**src/rtl/tsgpio_pkg.sv**
```systemverilog
package tsgpio_pkg;
  typedef enum logic [1:0] {
    XFER_IMM = 2'b00,
    XFER_TA1 = 2'b01,
    XFER_TB1 = 2'b10,
    XFER_TB2 = 2'b11
  } xfer_sel_e;

  localparam int unsigned OFS_DATA = 0;
  localparam int unsigned OFS_MODE = 4;
  localparam int unsigned OFS_ALT  = 5;
  localparam int unsigned OFS_DRV  = 6;
  localparam int unsigned OFS_DIR  = 7;
  localparam int unsigned OFS_BIT  = 8;
endpackage

```
**src/rtl/tsgpio_regs.sv**
```systemverilog
module tsgpio_regs #(
  parameter int unsigned W = 8,
  parameter int unsigned ADDR_W = 8,
  parameter logic [ADDR_W-1:0] BASE = 8'h60,
  localparam int unsigned NIBS = W / 4,
  localparam int unsigned IW = $clog2(W)
) (
  input  logic              clk,
  input  logic              rst_n,
  input  logic              wr_en,
  input  logic [ADDR_W-1:0] addr,
  input  logic [W-1:0]      wdata,
  output logic [W-1:0]      stage1,
  output logic [2*NIBS-1:0] xfer_sel,
  output logic [3:0]        alt_en,
  output logic [W-1:0]      od_mode,
  output logic [W-1:0]      dir
);
  import tsgpio_pkg::*;

  localparam logic [ADDR_W-1:0] A_DATA = ADDR_W'(OFS_DATA);
  localparam logic [ADDR_W-1:0] A_MODE = ADDR_W'(OFS_MODE);
  localparam logic [ADDR_W-1:0] A_ALT  = ADDR_W'(OFS_ALT);
  localparam logic [ADDR_W-1:0] A_DRV  = ADDR_W'(OFS_DRV);
  localparam logic [ADDR_W-1:0] A_DIR  = ADDR_W'(OFS_DIR);
  localparam logic [ADDR_W-1:0] A_BIT  = ADDR_W'(OFS_BIT);
  localparam logic [ADDR_W-1:0] A_END  = ADDR_W'(OFS_BIT + W);

  logic [ADDR_W-1:0] ofs;
  logic              bit_hit;
  logic [IW-1:0]     bit_idx;

  assign ofs     = addr - BASE;
  assign bit_hit = (ofs >= A_BIT) && (ofs < A_END);
  assign bit_idx = IW'(ofs - A_BIT);

  always_ff @(posedge clk) begin
    if (!rst_n) begin
      stage1   <= '0;
      xfer_sel <= '0;
      alt_en   <= '0;
      od_mode  <= '0;
      dir      <= '0;
    end else if (wr_en) begin
      if (ofs == A_DATA) stage1 <= wdata;
      else if (ofs == A_MODE) begin
        xfer_sel[1:0] <= wdata[1:0];
        xfer_sel[3:2] <= wdata[5:4];
      end
      else if (ofs == A_ALT) alt_en <= wdata[7:4];
      else if (ofs == A_DRV) od_mode <= wdata;
      else if (ofs == A_DIR) dir <= wdata;
      else if (bit_hit) stage1[bit_idx] <= wdata[bit_idx];
    end
  end

  // a per-bit write leaves every other first-stage bit alone
  assert_bitwrite_isolated_R8: assert property (@(posedge clk) disable iff (!rst_n)
    (wr_en && bit_hit) |=> (((stage1 ^ $past(stage1)) & ~(W'(1) << $past(bit_idx))) == '0));

  // the addressed bit takes the matching write-data bit
  assert_bitwrite_value_R8: assert property (@(posedge clk) disable iff (!rst_n)
    (wr_en && bit_hit) |=> (stage1[$past(bit_idx)] == $past(wdata[bit_idx])));
endmodule

```
**src/rtl/tsgpio_xfer.sv**
```systemverilog
module tsgpio_xfer #(
  parameter int unsigned W = 8,
  localparam int unsigned NIBS = W / 4
) (
  input  logic              clk,
  input  logic              rst_n,
  input  logic [W-1:0]      stage1,
  input  logic [2*NIBS-1:0] xfer_sel,
  input  logic              tmr_a1,
  input  logic              tmr_b1,
  input  logic              tmr_b2,
  output logic [W-1:0]      stage2
);
  import tsgpio_pkg::*;

  for (genvar k = 0; k < NIBS; k++) begin : g_nib
    xfer_sel_e sel;
    logic      fire;

    assign sel = xfer_sel_e'(xfer_sel[2*k +: 2]);

    always_comb begin
      unique case (sel)
        XFER_IMM: fire = 1'b1;
        XFER_TA1: fire = tmr_a1;
        XFER_TB1: fire = tmr_b1;
        XFER_TB2: fire = tmr_b2;
        default:  fire = 1'b0;
      endcase
    end

    always_ff @(posedge clk) begin
      if (!rst_n) stage2[4*k +: 4] <= '0;
      else if (fire) stage2[4*k +: 4] <= stage1[4*k +: 4];
    end

    // immediate mode copies the first stage on every edge
    assert_imm_copy_R5: assert property (@(posedge clk) disable iff (!rst_n)
      (xfer_sel[2*k +: 2] == 2'b00) |=> (stage2[4*k +: 4] == $past(stage1[4*k +: 4])));

    // a strobe mode with its strobe low holds the nibble
    assert_strobe_hold_R6: assert property (@(posedge clk) disable iff (!rst_n)
      (((xfer_sel[2*k +: 2] == 2'b01) && !tmr_a1) ||
       ((xfer_sel[2*k +: 2] == 2'b10) && !tmr_b1) ||
       ((xfer_sel[2*k +: 2] == 2'b11) && !tmr_b2)) |=> $stable(stage2[4*k +: 4]));
  end
endmodule

```
**src/rtl/tsgpio_sync.sv**
```systemverilog
module tsgpio_sync #(
  parameter int unsigned W = 8,
  parameter int unsigned STAGES = 2
) (
  input  logic         clk,
  input  logic         rst_n,
  input  logic [W-1:0] d,
  output logic [W-1:0] q
);
  logic [W-1:0] chain [STAGES];

  for (genvar s = 0; s < STAGES; s++) begin : g_stage
    always_ff @(posedge clk) begin
      if (!rst_n) chain[s] <= '0;
      else if (s == 0) chain[s] <= d;
      else chain[s] <= chain[(s == 0) ? 0 : s-1];
    end
  end

  assign q = chain[STAGES-1];
endmodule

```
**src/rtl/tsgpio_pad.sv**
```systemverilog
module tsgpio_pad #(
  parameter int unsigned W = 8
) (
  input  logic [W-1:0] stage2,
  input  logic [W-1:0] alt_mask,
  input  logic [W-1:0] alt_val,
  input  logic [W-1:0] dir,
  input  logic [W-1:0] od_mode,
  output logic [W-1:0] pin_out,
  output logic [W-1:0] pin_oe
);
  for (genvar i = 0; i < W; i++) begin : g_pin
    logic v;
    assign v          = alt_mask[i] ? alt_val[i] : stage2[i];
    assign pin_out[i] = od_mode[i] ? 1'b0 : v;
    assign pin_oe[i]  = dir[i] & (~od_mode[i] | ~v);
  end
endmodule

```
**src/rtl/tsgpio_port.sv**
```systemverilog
module tsgpio_port #(
  parameter int unsigned W = 8,
  parameter int unsigned ADDR_W = 8,
  parameter logic [ADDR_W-1:0] BASE = 8'h60,
  parameter int unsigned SYNC_STAGES = 2,
  localparam int unsigned NIBS = W / 4
) (
  input  logic              clk,
  input  logic              rst_n,
  input  logic              bus_wr,
  input  logic [ADDR_W-1:0] bus_addr,
  input  logic [W-1:0]      bus_wdata,
  output logic [W-1:0]      bus_rdata,
  input  logic              tmr_a1,
  input  logic              tmr_b1,
  input  logic              tmr_b2,
  input  logic [1:0]        ser_a_alt,
  input  logic [1:0]        ser_b_alt,
  input  logic [W-1:0]      pin_in,
  output logic [W-1:0]      pin_out,
  output logic [W-1:0]      pin_oe
);
  logic [W-1:0]      stage1, stage2, od_mode, dir, pin_sync;
  logic [2*NIBS-1:0] xfer_sel;
  logic [3:0]        alt_en;
  logic [W-1:0]      alt_mask, alt_val;

  tsgpio_regs #(.W(W), .ADDR_W(ADDR_W), .BASE(BASE)) u_regs (
    .clk(clk), .rst_n(rst_n), .wr_en(bus_wr), .addr(bus_addr), .wdata(bus_wdata),
    .stage1(stage1), .xfer_sel(xfer_sel), .alt_en(alt_en), .od_mode(od_mode), .dir(dir)
  );

  tsgpio_xfer #(.W(W)) u_xfer (
    .clk(clk), .rst_n(rst_n), .stage1(stage1), .xfer_sel(xfer_sel),
    .tmr_a1(tmr_a1), .tmr_b1(tmr_b1), .tmr_b2(tmr_b2), .stage2(stage2)
  );

  assign alt_mask = {alt_en, {(W-4){1'b0}}};
  assign alt_val  = {ser_a_alt, ser_b_alt, {(W-4){1'b0}}};

  tsgpio_pad #(.W(W)) u_pad (
    .stage2(stage2), .alt_mask(alt_mask), .alt_val(alt_val),
    .dir(dir), .od_mode(od_mode), .pin_out(pin_out), .pin_oe(pin_oe)
  );

  tsgpio_sync #(.W(W), .STAGES(SYNC_STAGES)) u_sync (
    .clk(clk), .rst_n(rst_n), .d(pin_in), .q(pin_sync)
  );

  assign bus_rdata = (bus_addr == BASE) ? pin_sync : '0;

  // an input pin is never driven
  assert_input_hiz_R2: assert property (@(posedge clk) disable iff (!rst_n)
    ((pin_oe & ~dir) == '0));

  // an open-drain pin never drives a high level
  assert_od_no_high_R4: assert property (@(posedge clk) disable iff (!rst_n)
    ((pin_oe & od_mode & pin_out) == '0));

  // an alternate-enabled push-pull output shows its serial value
  assert_alt_route_R10: assert property (@(posedge clk) disable iff (!rst_n)
    (alt_en[3] && dir[W-1] && !od_mode[W-1]) |-> (pin_out[W-1] == ser_a_alt[1]));
endmodule

```
**config.mk**
```make
export PLATFORM = sky130hd
export DESIGN_NAME = tsgpio_port
export DESIGN_NICKNAME = d
export VERILOG_FILES = /design/src/rtl/tsgpio_pkg.sv /design/src/rtl/tsgpio_regs.sv /design/src/rtl/tsgpio_xfer.sv /design/src/rtl/tsgpio_sync.sv /design/src/rtl/tsgpio_pad.sv /design/src/rtl/tsgpio_port.sv
export SDC_FILE = /design/constraint.sdc
export NUM_CORES = 1
export LEC_CHECK = 0
export BUFFER_PORTS_ARGS = -buffer_cell sky130_fd_sc_hd__buf_2
export CELL_PAD_IN_SITES_DETAIL_PLACEMENT = 0
export CELL_PAD_IN_SITES_GLOBAL_PLACEMENT = 1
export CORE_AREA = 2 2 94 96
export CTS_CLUSTER_DIAMETER = 60
export DETAILED_ROUTE_END_ITERATION = 12
export DIE_AREA = 0 0 96 98
export PLACE_DENSITY = 0.61
export SETUP_SLACK_MARGIN = 0.15
export SLEW_MARGIN = 20
export SYNTH_ARGS = -nofsm -noshare
export SYNTH_HDL_FRONTEND = slang
export SYNTH_SLANG_ARGS = --single-unit
```
**constraint.sdc**
```tcl
create_clock -name clk -period 2.2 [get_ports clk]
set_input_delay 0.33 -clock clk [delete_from_list [all_inputs] [get_ports clk]]
set_output_delay 0.33 -clock clk [all_outputs]
set_load 0.02 [all_outputs]
```
==> results.md, run 1 <==
* Final Util at 35.72%
* Most frequent cells after synthesis: 56 x dfxtp_1, 45 x mux2i_1, 33 x nand2_1
* Share of layout cells above drive strength 1 at 27.22%
* Clock sink count at 56
* Worst min path class: input port to flop
* Clock skew at 0.01099 ns
* Most numerous cell in the Yosys netlist: dfxtp_1
* Reg area at 0.001121 sq mm
* Area Growth Syn to Fin at 22.32%
* Rel. slew slack at 60.32%
* CTS Buf Count at 5
* Hold Fails Final Rpt at 0
* Peak per-stage delay on the critical path at 0.42 ns
* Setup violators final at 0
* Max-cap viol count at 0
* Cell taking the most area after synthesis: dfxtp_1
* Mapped Area at 0.002472 sq mm
* Crit-path max FO at 8
* Reg2reg path depth at 4
* Crit Path Class: input port to primary output
* Total number of vias at 1868
* Mapped Nets at 287
* Post-route DRC violation count at 0
* Port bufs at 57
* CP cell instances: buf_2, or3b_4, nor4_4, buf_4, and2_1, buf_2
* Tcrit/Tclk final at 89.56%
* Fmax at 507.5 MHz
* Post-route ant nets at 0
* Most used DFF post-synth: dfxtp_1
* Fraction of registers with async set/reset at 0%
* Initial Util at 29.20%
* Die H at 98 um
* Cell count after synthesis at 252
* Status: finished, final reports clean
* Final RePlAce weighted congestion at 0.7405
* Clock Tree Root: clkbuf_8
* ANT cells at 0
* Hold buffer count at cts at 0
* CP max stage cell: or3b_4
* Post-synth EDFFs at 0
* Die area at 0.009408 sq mm
* Yosys top cell area share at 45.34%
* H-tree depth at 2
* Tightest Pin Transition at 0.5952 ns
* Place WS at 0.003624 ns
* DP HPWL at 4170 um
* Count of cell types in the netlist at 37
* Tot Pwr at 1.748 mW
* Ports at 58
* Final setup margin at 0.2297 ns
* GRT overflow at 0
* Ys Warns at 0
* Initial drt markers at 30
* Wire per inst at 13.36 um
* Final WL at 5663 um
* Tmin final at 1.970 ns
* PwrDens at 577.9 mW/mm^2
* VDD IR-drop max at 0.2532 mV
* Clock Latency Late Sink at 0.31 ns
* Top post-synthesis cells by area: dfxtp_1 45%, mux2i_1 18%, and2_1 6.1%
* Via density at 4.406
* CP Capture Type: primary output
* Required time worst endpoint at 1.87 ns
* Die X-Extent at 96 um
* Vias in the first global route at 1757
* Sequential area share after synthesis at 45.34%
* Flops & latches, synth at 56
* RSZ-0062 raised after global routing: false
* Layout fillers at 884
* Maximum clock path buffer count at 2
* Final Slew Violations at 0
* Pleak at 1.343 nW
* Nets at 350
* First-pass GRT wire length at 8990 um
* CP dominant cell by count: buf_2
* Initial antenna violation count at 0
* Core Area at 0.008466 sq mm
* Avg Inst Size Synth at 9.811 sq um
* Crit start category: input port
* Area occupied by multi-input gates at 0.001286 sq mm
* TritonCTS clock tree: done
* Clock Pin Slew Worst Setup and Hold Paths at 0.11 ns
* Drt pass-1 iters at 4
* Crit path DAT at 1.64 ns
* Largest net degree at the start of global routing at 29
* GRT Total Usage at 12.25%
* Hold depth at 2
* Row count at 34
## layer usage
layer	routed length [um]	GRT usage (%)	up-vias	share of wire (%)
met5	0	0	-	0
met4	34	2.308	0	0.60
met3	380	3.858	4	6.7
met2	2494	18.70	47	44
met1	2754	17.07	844	49
li1	-	-	973	-
## registers in the layout (all words and copies together), names as in the netlist
| register | flops |
|---|---|
| u_regs.xfer_sel | 4 |
| u_xfer.stage2 | 8 |
| u_sync.chain | 16 |
| u_regs.stage1 | 8 |
| u_regs.od_mode | 8 |
| u_regs.dir | 8 |
| u_regs.alt_en | 4 |
## worst paths after layout
kind,startpoint,endpoint,slack [ns]
hold reg to reg,u_sync.chain[0][0],u_sync.chain[1][0],0.44
hold / removal,pin_in[5],u_sync.chain[0][5],0.21
setup reg to reg,u_regs.xfer_sel[3],u_xfer.stage2[4],0.80
setup / recovery,bus_addr[4],bus_rdata[4],0.23
## timing repair
item | CTS | global route
setup buffers | 0 | 2
gates resized for setup | 2 | 4
setup endpoints to repair | 8 | 8
pin swaps | 1 | 3
## report_power, final
| part | switching (mW) | internal, mW | leakage (nW) |
|---|---|---|---|
| logic | 0.0858 | 0.0620 | 0.844 |
| registers | 0.00344 | 1.03 | 0.454 |
| clock network | 0.342 | 0.227 | 0.0445 |
## kinds of logic (layout without fill, tap and decap cells)
family / after synthesis / after routing / share of synthesized area, %
fa+ha+maj: 1 / 1 / 0.5060
mux: 47 / 47 / 20.04
simple gates: 106 / 106 / 23.43
xor+xnor: 2 / 2 / 1.012
compound gates: 22 / 22 / 6.326
buf+inv: 18 / 82 / 3.340
flops: 56 / 56 / 45.34
## cell usage in the layout (no fill, tap or decap), drive strengths merged
| cell | netlist | final |
|---|---|---|
| buf | 4 | 67 |
| or3 | 1 | 1 |
| a21boi | 4 | 4 |
| a31oi | 1 | 1 |
| nor2 | 21 | 21 |
| xor2 | 1 | 1 |
| nand4b | 1 | 1 |
| o21a | 4 | 4 |
| dfxtp | 56 | 56 |
| o21ai | 8 | 8 |
| nor3b | 5 | 5 |
| clkbuf | 7 | 5 |
| nor2b | 4 | 4 |
| nand2 | 33 | 33 |
| and3b | 2 | 2 |
| and3 | 3 | 3 |
| or3b | 1 | 1 |
| o21bai | 1 | 1 |
| nor4 | 4 | 4 |
| nand3 | 2 | 2 |
| a2111oi | 1 | 1 |
| ha | 1 | 1 |
| inv | 7 | 8 |
| nand3b | 1 | 1 |
| nor3 | 3 | 3 |
| clkinvlp | 0 | 1 |
| a21oi | 3 | 3 |
| or2 | 1 | 1 |
| xnor2 | 1 | 1 |
| mux2i | 45 | 45 |
| and2 | 24 | 24 |
| mux4 | 2 | 2 |
| clkinv | 0 | 1 |
## per-stage QoR
stage	hold WS [ns]	std cells	setup TNS [ns]	cell area, sq um
3_5_place_dp	0.4191	414	0	2897
6_report	0.2142	424	0	3024
2_1_floorplan	0.4057	252	0	2472
3_3_place_gp	0.4132	414	-0.1760	2897
5_1_grt	0.1999	424	0	3024
4_1_cts	0.2057	422	0	3002
## final cells by class
cell class | instances | area share, %
multi-input combinational | 178 | 42.53
sequential | 56 | 37.07
clock inverter | 3 | 0.7034
timing repair buffer | 67 | 12.08
clock buffer | 5 | 2.276
inverter | 7 | 0.8688
tap | 108 | 4.468
## critical path: cells and delay by family
family	cells	cell delay [ns]
AND/OR/NAND/NOR	3	0.85
buffers and inverters	3	0.46
Note: power is estimated with default switching activity, not from simulation.
==> run 2, diff against run 1 <==
ABC_AREA = 1   (was not set)
CORE_AREA = 2 2 69 136   (was 2 2 94 96)
DIE_AREA = 0 0 71 138   (was 0 0 96 98)
PLACE_DENSITY = 0.63   (was 0.61)
==> results.md, run 2 <==
* PwrDens at 634.6 mW/mm^2 (was 577.9 mW/mm^2)
* Worst R2R End: u_xfer.stage2[5] (was u_xfer.stage2[4])
* Most used DFF post-synth: dfxtp_1 (unchanged)
* Setup bufs post-CTS at 0 (unchanged)
* Sequential area share after synthesis at 44.01% (was 45.34%)
* Tcrit/Tclk final at 79.16% (was 89.56%)
* Post-synth EDFFs at 0 (unchanged)
* Nets at 458 (was 350)
* Final Slew Violations at 0 (unchanged)
* P_int at 1.505 mW (was 1.316 mW)
* Clock Latency Late Sink at 0.29 ns (was 0.31 ns)
* Initial antenna violation count at 0 (unchanged)
* Most frequent cells after synthesis: 74 x nor2_1, 68 x nand2_1, 61 x inv_1 (was 56 x dfxtp_1, 45 x mux2i_1, 33 x nand2_1)
* Fmax at 574.2 MHz (was 507.5 MHz)
* Drt pass-1 iters at 5 (was 4)
* Via density at 4.352 (was 4.406)
* Count of cell types in the netlist at 31 (was 37)
* Layout fillers at 989 (was 884)
* Max FFs per register at 16 (unchanged)
* Hold depth at 3 (was 2)
* Largest net degree at the start of global routing at 42 (was 29)
* Area Growth Syn to Fin at 20.63% (was 22.32%)
* Hold Fails Final Rpt at 0 (unchanged)
* Global-route met1 utilization at 14.85% (was 17.07%)
* Placed instance count at 518 (was 414)
* Vias in the first global route at 2150 (was 1757)
* Clk pwr share at 39.9% (was 32.5%)
* Crit Path Class: input port to primary output (unchanged)
* Area occupied by multi-input gates at 0.001134 sq mm (was 0.001286 sq mm)
* Ports at 58 (unchanged)
* Worst min path class: input port to flop (unchanged)
* Die area at 0.009798 sq mm (was 0.009408 sq mm)
* RSZ-0062 raised after global routing: false (unchanged)
* # resized after CTS at 0 (was 2)
* Final WL at 6374 um (was 5663 um)
* GRT Total Usage at 13.58% (was 12.25%)
* Flop pwr share at 53.0% (was 59.0%)
* GRT overflow at 0 (unchanged)
* Ys Warns at 0 (unchanged)
* Fraction of registers with async set/reset at 0% (unchanged)
* Die X-Extent at 71 um (was 96 um)
* ANT cells at 0 (unchanged)
* Hold_sp: pin_in[3] (was pin_in[5])
* Crit path DAT at 1.41 ns (was 1.64 ns)
* Final Instance Area at 0.003073 sq mm (was 0.003024 sq mm)
* CTS Buf Count at 5 (unchanged)
* Max-cap viol count at 0 (unchanged)
* Rel. slew slack at 51.60% (was 60.32%)
* Clock Pin Slew Worst Setup and Hold Paths at 0.07 ns (was 0.11 ns)
* Row count at 49 (was 34)
* Clock skew at 0.005936 ns (was 0.01099 ns)
* Reg area at 0.001121 sq mm (unchanged)
* Mapped Area at 0.002547 sq mm (was 0.002472 sq mm)
* Avg Inst Size Synth at 6.979 sq um (was 9.811 sq um)
* Final Util at 34.57% (was 35.72%)
* Post-route DRC violation count at 0 (unchanged)
* Required time worst endpoint at 1.87 ns (about the same)
* Mapped Nets at 400 (was 287)
* Tmin final at 1.741 ns (was 1.970 ns)
* H-tree depth at 2 (unchanged)
* RR Startpoint: u_regs.xfer_sel[2] (was u_regs.xfer_sel[3])
* Switch Pwr at 445.2 uW (was 431.2 uW)
* WHS at 0.2159 ns (was 0.2142 ns)
* First-pass GRT wire length at 10420 um (was 8990 um)
* Pleak at 1.586 nW (was 1.343 nW)
* Status: finished, final reports clean (unchanged)
* Top post-synthesis cells by area: dfxtp_1 44%, nor2_1 11%, nand2_1 10% (was dfxtp_1 45%, mux2i_1 18%, and2_1 6.1%)
* Initial Util at 28.66% (was 29.20%)
* Initial drt markers at 111 (was 30)
* TritonCTS clock tree: done (unchanged)
* R2R Setup Slk at 0.81 ns (was 0.80 ns)
* Flops & latches, synth at 56 (unchanged)
* Clock Tree Root: clkbuf_16 (was clkbuf_8)
* Total number of vias at 2289 (was 1868)
* Clock sink count at 56 (unchanged)
* Wire per inst at 12.12 um (was 13.36 um)
* Most common cell after layout, fill and taps aside: nor2_1 (was dfxtp_1)
* Most numerous cell in the Yosys netlist: nor2_1 (was dfxtp_1)
* Hold buffer count at cts at 0 (unchanged)
* Crit-path max FO at 8 (unchanged)
* Yosys top cell area share at 44.01% (was 45.34%)
* Port bufs at 57 (unchanged)
* Fin Setup TNS at 0 ns (unchanged)
* Post-DP Area at 0.002932 sq mm (was 0.002897 sq mm)
* Setup violators final at 0 (unchanged)
* Reg2reg path depth at 5 (was 4)
* Crit path from: bus_addr[2] (was bus_addr[4])
* VDD IR-drop max at 0.3627 mV (was 0.2532 mV)
* CP Capture Type: primary output (unchanged)
* Sw frac at 22.83% (was 24.67%)
* Maximum clock path buffer count at 2 (unchanged)
* WHS Endpoint: u_sync.chain[0][3] (was u_sync.chain[0][5])
* Cell count after synthesis at 365 (was 252)
* Cell taking the most area after synthesis: dfxtp_1 (unchanged)
* Met3 usage at 2.551% (was 3.858%)
* Final RePlAce weighted congestion at 0.7420 (was 0.7405)
* GR peak layer: met2 (unchanged)
* Crit start category: input port (unchanged)
* Most frequent cells in the layout: 74 x nor2_1, 68 x nand2_1, 61 x inv_1 (was 56 x dfxtp_1, 55 x buf_2, 45 x mux2i_1)
* Share of layout cells above drive strength 1 at 20.28% (was 27.22%)
* Core Area at 0.008890 sq mm (was 0.008466 sq mm)
* Tightest Pin Transition at 0.7260 ns (was 0.5952 ns)
* Fin cells at 526 (was 424)
* Combinational group share of total power at 7.1% (was 8.5%)
* Met2 Usage GRT at 24.79% (was 18.70%)
* Post-route ant nets at 0 (unchanged)
* DP HPWL at 4939 um (was 4170 um)
* Biggest register: u_sync.chain (unchanged)
* Die H at 138 um (was 98 um)
[run 2: worst max-delay path by stage]
stage                        end  slack [ns]
6_report            bus_rdata[0]        0.46
3_5_place_dp    u_regs.stage1[3]        0.27
5_1_grt             bus_rdata[3]        0.29
4_1_cts             bus_rdata[0]        0.39
2_1_floorplan  u_regs.od_mode[6]        0.73
3_3_place_gp    u_regs.stage1[7]        0.32
[run 2: cells by family (layout without fill, tap and decap cells)]
kind of cell    count (synthesis)  in the layout  share of synthesized area (%)
buf+inv                        74            133                          11.49
flops                          56             56                          44.01
compound gates                 54             54                          11.79
mux                             4              4                          1.572
simple gates                  176            176                          30.65
fa+ha+maj                       1              1                         0.4911
[run 2: metal layers]
metal / vias up / part of all wire [%]
met5: - / 0
met4: 0 / 2.4
met3: 8 / 3.5
met2: 47 / 55
met1: 1011 / 40
li1: 1223 / -
[run 2: final cells by class]
cell class	count	area share [%]
sequential	56	36.48
clock inverter	1	0.2850
clock buffer	7	4.316
inverter	66	8.103
timing repair buffer	59	9.772
tap	102	4.153
multi-input combinational	235	36.89
[run 2: worst max-delay path, cell delays in order]
cell     delay, ns
buf_2         0.14
inv_2         0.11
nand2_1       0.10
nor2_4        0.12
nand3_1       0.25
nor2_1        0.18
buf_2         0.18
[run 2: power by group through the flow]
stage	clock network [mW]	logic, mW	registers [mW]
after global placement	0	0.142	1.06
after global routing	0.860	0.159	1.03
final	0.778	0.139	1.03
after detailed placement	0	0.142	1.06
after CTS	0.822	0.143	1.03
after floorplan	0	0.0786	1.06
[run 2: per-stage QoR]
stage	setup WS, ns	power [mW]
after floorplan	0.7327	1.134
after global placement	0.3152	1.198
after detailed placement	0.2725	1.199
after CTS	0.3907	1.998
after global routing	0.2912	2.052
final	0.4586	1.950
